**src/rtl/aux_xact_ctrl.sv**
```systemverilog
module aux_xact_ctrl #(
  parameter int AW     = 20,
  parameter int TO_RST = 100,
  parameter int DB_RST = 3
) (
  input  logic              clk,
  input  logic              rst_n,
  input  logic              reg_we,
  input  logic [3:0]        reg_addr,
  input  logic [31:0]       reg_wdata,
  output logic [31:0]       reg_rdata,
  output logic              irq,
  output logic              req_valid,
  output logic [3:0]        req_cmd,
  output logic [AW-1:0]     req_addr,
  output logic [4:0]        req_len,
  output logic [127:0]      req_data,
  input  logic              rsp_valid,
  input  logic [3:0]        rsp_type,
  input  logic [4:0]        rsp_count,
  input  logic [2:0]        rsp_err,
  input  logic [127:0]      rsp_data,
  input  logic              sink_irq,
  input  logic              hot_plug
);
  localparam int WORDS = 4;
  localparam int NB    = WORDS * 4;
  localparam int CW    = $clog2(NB + 1);
  localparam int LW    = $clog2(NB);

  logic [AW-1:0]   addr_q;
  logic [LW-1:0]   len_q;
  logic            aonly_q;
  logic [3:0]      cmd_q;
  logic            busy;
  logic [NB*8-1:0] tx_q, rx_q, rx_next;
  logic [CW-1:0]   cnt_q;
  logic [3:0]      err_q, type_q;
  logic [3:0]      int_en, int_pend;
  logic [15:0]     to_lim, to_cnt, db_lim, db_cnt;
  logic [1:0]      hsync;
  logic            hpd_lvl;

  function automatic logic cmd_ok(input logic [3:0] c);
    case (c)
      4'd0, 4'd1, 4'd2, 4'd4, 4'd5, 4'd6, 4'd8, 4'd9: cmd_ok = 1'b1;
      default: cmd_ok = 1'b0;
    endcase
  endfunction

  wire wr_ctrl = reg_we && reg_addr == 4'd1;
  wire start   = !busy && wr_ctrl && reg_wdata[16] && cmd_ok(reg_wdata[15:12]);
  wire fin_ok  = busy && rsp_valid;
  wire fin_to  = busy && !rsp_valid && to_cnt == to_lim;
  wire hpd_chg = hsync[1] != hpd_lvl && db_cnt == db_lim;
  wire [3:0] ev = {hpd_chg && hsync[1], hpd_chg && !hsync[1], sink_irq, fin_ok || fin_to};
  wire [3:0] pend_clr = (reg_we && reg_addr == 4'd4) ? reg_wdata[3:0] : 4'd0;
  wire [3:0] err_clr  = (reg_we && reg_addr == 4'd2) ? reg_wdata[11:8] : 4'd0;
  wire [3:0] err_set  = fin_to ? 4'b0001 : fin_ok ? {rsp_err, 1'b0} : 4'b0000;

  assign req_valid = busy;
  assign req_cmd   = cmd_q;
  assign req_addr  = addr_q;
  assign req_len   = (aonly_q && !cmd_q[3]) ? '0 : CW'(len_q) + CW'(1);

  for (genvar b = 0; b < NB; b++) begin : g_lane
    assign req_data[8*b +: 8] = (CW'(b) < req_len)   ? tx_q[8*b +: 8]     : 8'h00;
    assign rx_next[8*b +: 8]  = (CW'(b) < rsp_count) ? rsp_data[8*b +: 8] : 8'h00;
  end

  always_ff @(posedge clk) begin
    if (!rst_n) begin
      addr_q <= '0; len_q <= '0; aonly_q <= 1'b0; cmd_q <= '0; busy <= 1'b0;
      tx_q <= '0; rx_q <= '0; cnt_q <= '0; err_q <= '0; type_q <= '0;
      int_en <= '0; int_pend <= '0; to_cnt <= '0;
      to_lim <= 16'(TO_RST); db_lim <= 16'(DB_RST);
      db_cnt <= '0; hsync <= '0; hpd_lvl <= 1'b0;
    end else begin
      if (!busy) begin
        if (reg_we && reg_addr == 4'd0) addr_q <= reg_wdata[AW-1:0];
        if (wr_ctrl) begin
          len_q   <= reg_wdata[LW-1:0];
          aonly_q <= reg_wdata[8];
          cmd_q   <= reg_wdata[15:12];
        end
        if (reg_we && reg_addr[3:2] == 2'b10) tx_q[32*reg_addr[1:0] +: 32] <= reg_wdata;
      end
      if (start) begin
        busy   <= 1'b1;
        to_cnt <= '0;
      end else if (fin_ok || fin_to) begin
        busy <= 1'b0;
      end else if (busy) begin
        to_cnt <= to_cnt + 16'd1;
      end
      if (fin_ok) begin
        type_q <= rsp_type;
        cnt_q  <= rsp_count;
        rx_q   <= rx_next;
      end else if (fin_to) begin
        cnt_q <= '0;
      end
      err_q    <= (err_q & ~err_clr) | err_set;
      int_pend <= (int_pend & ~pend_clr) | ev;
      if (reg_we && reg_addr == 4'd3) int_en <= reg_wdata[3:0];
      if (reg_we && reg_addr == 4'd5) begin
        to_lim <= reg_wdata[15:0];
        db_lim <= reg_wdata[31:16];
      end
      hsync <= {hsync[0], hot_plug};
      if (hsync[1] != hpd_lvl) begin
        if (db_cnt == db_lim) begin
          hpd_lvl <= hsync[1];
          db_cnt  <= '0;
        end else begin
          db_cnt <= db_cnt + 16'd1;
        end
      end else begin
        db_cnt <= '0;
      end
    end
  end

  always_ff @(posedge clk) begin
    if (!rst_n) irq <= 1'b0;
    else        irq <= |(((int_pend & ~pend_clr) | ev) & ((reg_we && reg_addr == 4'd3) ? reg_wdata[3:0] : int_en));
  end

  always_comb begin
    reg_rdata = '0;
    case (reg_addr)
      4'd0: reg_rdata = 32'(addr_q);
      4'd1: reg_rdata = {15'd0, busy, cmd_q, 3'd0, aonly_q, 4'd0, len_q};
      4'd2: reg_rdata = {3'd0, hpd_lvl, 8'd0, type_q, 4'd0, err_q, 3'd0, cnt_q};
      4'd3: reg_rdata = {28'd0, int_en};
      4'd4: reg_rdata = {28'd0, int_pend};
      4'd5: reg_rdata = {db_lim, to_lim};
      4'd8, 4'd9, 4'd10, 4'd11:  reg_rdata = tx_q[32*reg_addr[1:0] +: 32];
      4'd12, 4'd13, 4'd14, 4'd15: reg_rdata = rx_q[32*reg_addr[1:0] +: 32];
      default: reg_rdata = '0;
    endcase
  end
endmodule

```
**config.mk**
```make
export PLATFORM = sky130hd
export DESIGN_NAME = aux_xact_ctrl
export DESIGN_NICKNAME = d
export VERILOG_FILES = /design/src/rtl/aux_xact_ctrl.sv
export SDC_FILE = /design/constraint.sdc
export NUM_CORES = 1
export LEC_CHECK = 0
export BUFFER_PORTS_ARGS = -buffer_cell sky130_fd_sc_hd__buf_2
export CAP_MARGIN = 20
export CORE_UTILIZATION = 38
export CTS_CLUSTER_DIAMETER = 50
export DETAILED_ROUTE_END_ITERATION = 10
export SYNTH_ARGS = -nofsm -noshare
export SYNTH_HDL_FRONTEND = slang
export SYNTH_SLANG_ARGS = --single-unit
```
**constraint.sdc**
```tcl
create_clock -name clk -period 3 [get_ports clk]
set_input_delay 0.15 -clock clk [delete_from_list [all_inputs] [get_ports clk]]
set_output_delay 0.15 -clock clk [all_outputs]
set_load 0.05 [all_outputs]
```
==> results.json, run 1 <==
{
  "fin_setup_tns_ns": 0,
  "grt_antenna_before_repair": 6,
  "gp_congestion": 0.950,
  "max_freq_mhz": 345,
  "path_class": "flip-flop to output pin",
  "synth_ff_type": "dfxtp_1",
  "path_clk_slew_ns": 0.06,
  "hold_slack_ns": 0.0512,
  "die_width_um": 222,
  "ir_drop_mv": 0.367,
  "ys_types": 67,
  "setup_viol": 0,
  "tightest_slew_ns": 0.913,
  "grt_pass1_wl_um": 116000,
  "fin_skew_ns": 0.0150,
  "start_util_pct": 38.6,
  "min_to": "cnt_q[4]",
  "r2r_slack_ns": 0.52,
  "r2r_cells": 6,
  "overflow": 0,
  "rows": 80,
  "r2r-start": "to_lim[10]",
  "drc": 0,
  "design_area_mm2": 0.0247,
  "avgViaCountPerCell": 5.77,
  "setup.worst_path.start_class": "flip-flop",
  "grt.met3_usage_pct": 6.78,
  "synth_top_area_cell": "dfxtp_1",
  "core_area_mm2": 0.0478,
  "required_ns": 2.85,
  "cellPowerDensity_mw_per_mm2": 484,
  "hold_depth": 3,
  "cts_buffers": 50,
  "htreeDepth": 2,
  "routedWlPerCell_um": 24.0,
  "hold_violations": 0,
  "yosys.area_share.adder_pct": 0.542,
  "clockBufferDepth": 3,
  "fin_nets": 2880,
  "crit_fanout": 8,
  "dpl_cell_area_mm2": 0.0213,
  "hpwl_um": 57900,
  "p_leak_nw": 9.54,
  "max-slew-margin-rel_pct": 38.9,
  "met1_usage_pct": 43.3,
  "insertion_delay_ns": 0.59,
  "status": "finished, final reports clean",
  "busiest_layer": "met2",
  "synthesis.nets": 2375,
  "avgSynthCellArea_um2": 8.45,
  "synth_top_family_by_area": "simple AND/OR/NAND/NOR gates",
  "ys_seq_area_share_pct": 40.7,
  "antenna_left": 0,
  "dieArea_mm2": 0.0494,
  "drv_slew": 0,
  "netlist.area_leader.share_pct": 40.7,
  "layout-drive-gt1-share_pct": 23.0,
  "drt_pass1_iterations": 6,
  "clock_sinks": 375,
  "hp-class": "input pin to flip-flop",
  "die_h_um": 222,
  "muxShareOfSynthArea_pct": 6.46,
  "synthSimpleGateAreaFrac_pct": 26.5,
  "crit_path_start": "len_q[1]",
  "grt_use_met2_pct": 46.7,
  "vias": 19300,
  "end_kind": "output pin",
  "area_delta_synth_final_pct": 33.8,
  "yosys-top-cells-area": "dfxtp_1, a21boi_0, nand2_1",
  "grt_max_degree": 185,
  "routed_wl_um": 80100,
  "synth-seq-cells": 375,
  "cts_root_buffer": "clkbuf_16",
  "yosysWarnings": 0,
  "grt_pass1_vias": 18100,
  "synth_most_common_cell": "nand2_1",
  "period_minus_slack_ns": 2.90,
  "io_pins": 373,
  "synth_edf_count": 0,
  "cap_violations": 0,
  "synth_cells": 2185,
  "ys_top_cells_by_count": "nand2_1, dfxtp_1, nand3_1",
  "drt_iter0_drc": 2151,
  "syn-cell-area_mm2": 0.0185,
  "synthArstFlopShare_pct": 0,
  "synth_xor_area_share_pct": 2.42,
  "period_share_pct": 96.6,
  "cts_tree": "done",
  "hp-start": "rsp_count[4]",
  "port_buffers": 372,
  "rsz0062_at_grt": "yes",
  "gr-usage-all-layers_pct": 31.3,
  "synth_compound_gate_area_share_pct": 19.4,
  "r2r_end": "to_cnt[7]",
  "worst-endpoint-arrival_ns": 2.75
}
==> repair_timing <==
| item | CTS | global route |
|---|---|---|
| cloned | 0 | 0 |
| endpoints found under the setup margin | 31 | 26 |
| hold buffers | 174 | 0 |
| resized for setup | 4 | 18 |
| pin swaps | 1 | 0 |
| setup buffers | 1 | 0 |
| hold endpoints to repair | 331 | 0 |
==> report_power, final <==
part	leakage (nW)	internal (W)	total (W)	switching [W]
registers	3.02	0.00500	0.00503	0.0000257
clock network	0.782	0.00350	0.00587	0.00237
logic	5.74	0.000439	0.00104	0.000605
==> per-layer routing <==
| metal | part of all wire (%) | routed length (um) | vias to the layer above |
|---|---|---|---|
| met5 | 0.010 | 8 | - |
| met3 | 9.5 | 7600 | 208 |
| met1 | 43 | 34400 | 9393 |
| met4 | 4.3 | 3420 | 2 |
| met2 | 43 | 34600 | 1048 |
| li1 | - | - | 8653 |
==> through the flow <==
stage	setup slack [ns]	std cells	total power [W]	utilization [%]
6_report	0.103	3345	0.0119	51.6
3_3_place_gp	0.162	3078	0.00596	44.4
5_1_grt	-0.0235	3344	0.0122	51.6
3_5_place_dp	0.129	3078	0.00597	44.4
4_1_cts	0.0470	3340	0.0120	51.5
2_1_floorplan	0.0173	2185	0.00556	-
==> worst max path at each step <==
| stage | endpoint | slack (ns) | depth (start not counted) |
|---|---|---|---|
| 6_report | req_data[11] | 0.10 | 8 |
| 4_1_cts | req_data[46] | 0.05 | 7 |
| 2_1_floorplan | reg_rdata[10] | 0.02 | 11 |
| 3_5_place_dp | reg_rdata[9] | 0.13 | 12 |
| 5_1_grt | req_data[70] | -0.02 | 8 |
| 3_3_place_gp | reg_rdata[13] | 0.16 | 13 |
==> area by class of cell <==
cell class | instances | area (um2)
Fill cell | 4504 | 23100
Multi-Input combinational cell | 1623 | 10300
Sequential cell | 375 | 7510
Timing Repair Buffer | 629 | 4440
Clock buffer | 70 | 1430
Tap cell | 615 | 769
Clock inverter | 17 | 169
Inverter | 11 | 45.0
Antenna cell | 5 | 12.5
==> state kept, by name (all words and copies together) (netlist names) <==
signal,cells
int_en,4
to_lim,16
len_q,4
db_cnt,16
db_lim,16
req_valid,1
irq,1
req_addr,20
tx_q,128
req_cmd,4
aonly_q,1
type_q,4
rx_q,128
int_pend,4
to_cnt,16
cnt_q,5
hsync,2
err_q,4
hpd_lvl,1
==> worst max-delay path, cell delays in order (launching register included) <==
cell	delay [ns]
dfxtp_1	0.44
ha_2	0.28
nand3_1	0.11
nand2b_1	0.23
inv_1	0.21
nor2_1	0.10
nand2_2	0.23
and2_1	0.28
clkbuf_4	0.28
==> placed cells by master, fill, tap and decap left out, types with 19 or more instances in the layout <==
cell type      Yosys  layout
mux4_2            31      31
xor2_1            32      31
o21ai_0           30      23
a21boi_0         205     205
nand2_1          402     396
a22oi_1          134     134
dfxtp_1          375     374
buf_4              0      78
and2_1           108     105
xnor2_1           19      19
mux2i_1           37      37
buf_2              4     355
nand3_1          212     211
clkbuf_16          0      53
nor2_1            48      47
a21oi_1           39      37
dlygate4sd3_1      0     174
nor2b_1          158     157
==> kinds of logic (layout without fill, tap and decap cells) <==
group	count (synthesis)	after routing
xor gates and xnor gates	51	51
AOI/OAI and AO/OA	488	488
DFF	375	375
buffers and inverters	187	727
adders and majority gates	8	8
other	0	5
muxes	79	79
and+or+nand+nor	997	997
Power figures use the tool's default switching activity.
==> run 2, diff against run 1 <==
CORE_UTILIZATION = 50   (was 38)
PLACE_DENSITY = 0.77   (was not set)
==> run 2 against run 1 <==
Sequential share of layout area increased by 0.24 points. Routed wire length decreased by 4.7%. Critical path type is now input pin to output pin. Clock power increased by 5.1%. Critical path depth increased by 2. Hold slack got worse by 0.028 ns.
==> results.json, run 2 (synthesis results as in run 1) <==
{
  "status": "finished, final reports clean",
  "drt_iter0_drc": 2502,
  "drv_slew": 0,
  "fin_skew_ns": 0.0238,
  "crit_fanout": 11,
  "fin_nets": 2878,
  "overflow": 0,
  "period_minus_slack_ns": 2.99,
  "htreeDepth": 2,
  "hpwl_um": 53500,
  "die_h_um": 194,
  "worst-endpoint-arrival_ns": 2.84,
  "grt_pass1_vias": 19100,
  "rows": 69,
  "gr-usage-all-layers_pct": 39.2,
  "cts_tree": "done",
  "port_buffers": 372,
  "path_clk_slew_ns": 0.07,
  "required_ns": 2.85,
  "clockBufferDepth": 3,
  "clock_sinks": 375,
  "io_pins": 373,
  "p_total_w": 0.0122,
  "gp_congestion": 0.980,
  "core_area_mm2": 0.0359,
  "vias": 19900,
  "drc": 0,
  "die_width_um": 194,
  "insertion_delay_ns": 0.57,
  "cts_buffers": 46,
  "layout-drive-gt1-share_pct": 23.1,
  "fin_setup_tns_ns": 0,
  "rsz0062_at_grt": "no",
  "routed_wl_um": 76400,
  "end_kind": "output pin",
  "cap_violations": 0,
  "cts_root_buffer": "clkbuf_16",
  "final_common_cell": "nand2_1",
  "worst_slack_ns": 0.0128,
  "avgViaCountPerCell": 6.24,
  "period_share_pct": 99.6,
  "hp-class": "input pin to flip-flop",
  "grt_pass1_wl_um": 114000,
  "p_leak_nw": 9.58,
  "area_delta_synth_final_pct": 32.8,
  "antenna_left": 0,
  "cellPowerDensity_mw_per_mm2": 499,
  "grt_max_degree": 173,
  "max_freq_mhz": 335,
  "final_cell_mix": "nand2_1, dfxtp_1, buf_2, nand3_1, a21boi_0",
  "ir_drop_mv": 0.509,
  "drt_pass1_iterations": 6,
  "path_class": "input pin to output pin",
  "grt_antenna_before_repair": 8,
  "setup.worst_path.start_class": "input pin",
  "dieArea_mm2": 0.0377,
  "start_util_pct": 51.4,
  "hold_violations": 0,
  "routedWlPerCell_um": 23.9,
  "place_ws_ns": 0.128,
  "max-slew-margin-rel_pct": 30.3,
  "setup_viol": 0,
  "fillers": 2904,
  "tightest_slew_ns": 1.04
}
[run 2: worst max-delay path: stages]
cell,delay [ns]
buf_2,0.24
clkinv_1,0.24
ha_1,0.29
o41ai_4,0.43
buf_4,0.20
nor2_1,0.22
buf_4,0.29
a22oi_1,0.39
nand2_1,0.15
buf_2,0.24
[run 2: area by class of cell]
type	instances	area, um2	share of cell area (%)
timing repair buffer	631	4350	17.7
multi-input combinational	1623	10300	42.1
sequential	375	7510	30.6
clock buffer	55	1270	5.17
tap	461	577	2.35
clock inverter	29	433	1.77
inverter	11	45.0	0.184
antenna	6	15.0	0.0613
[run 2: worst paths after layout]
| check | cells after the start | to | slack [ns] | startpoint |
|---|---|---|---|---|
| min | 3 | cnt_q[2] | 0.02 | rsp_count[2] |
| max reg2reg | 6 | to_cnt[15] | 0.52 | to_lim[10] |
| max | 10 | reg_rdata[22] | 0.01 | reg_addr[1] |
| min reg2reg | 1 | hsync[1] | 0.44 | hsync[0] |
[run 2: what timing repair did]
item / 4_1_cts / 5_1_grt
hold endpoints to repair: 297 / 0
pin swaps: 0 / 1
gates resized for setup: 2 / 8
hold buffers: 173 / 0
endpoints found under the setup margin: 19 / 23
setup buffers: 1 / 1
[run 2: stage by stage]
step | cell area [um2] | util, % | hold WS (ns) | std cells
2_1_floorplan | 18500 | - | 0.274 | 2185
3_3_place_gp | 21000 | 58.5 | 0.357 | 2926
3_5_place_dp | 21000 | 58.5 | 0.361 | 2926
4_1_cts | 24500 | 68.1 | 0.00957 | 3184
5_1_grt | 24500 | 68.2 | 0.00778 | 3189
6_report | 24500 | 68.2 | 0.0235 | 3191
[run 2: routing by layer]
layer	up-vias	wire [um]	global-route usage, %
met5	-	37	0
met4	6	3810	19.5
met2	1443	33600	60.2
met1	9556	29300	51.4
met3	264	9620	9.67
li1	8646	-	-
[run 2: power breakdown]
group | total, W | internal, W | switching (W)
registers | 0.00503 | 0.00500 | 0.0000245
clock network | 0.00617 | 0.00377 | 0.00240
logic | 0.00104 | 0.000432 | 0.000603
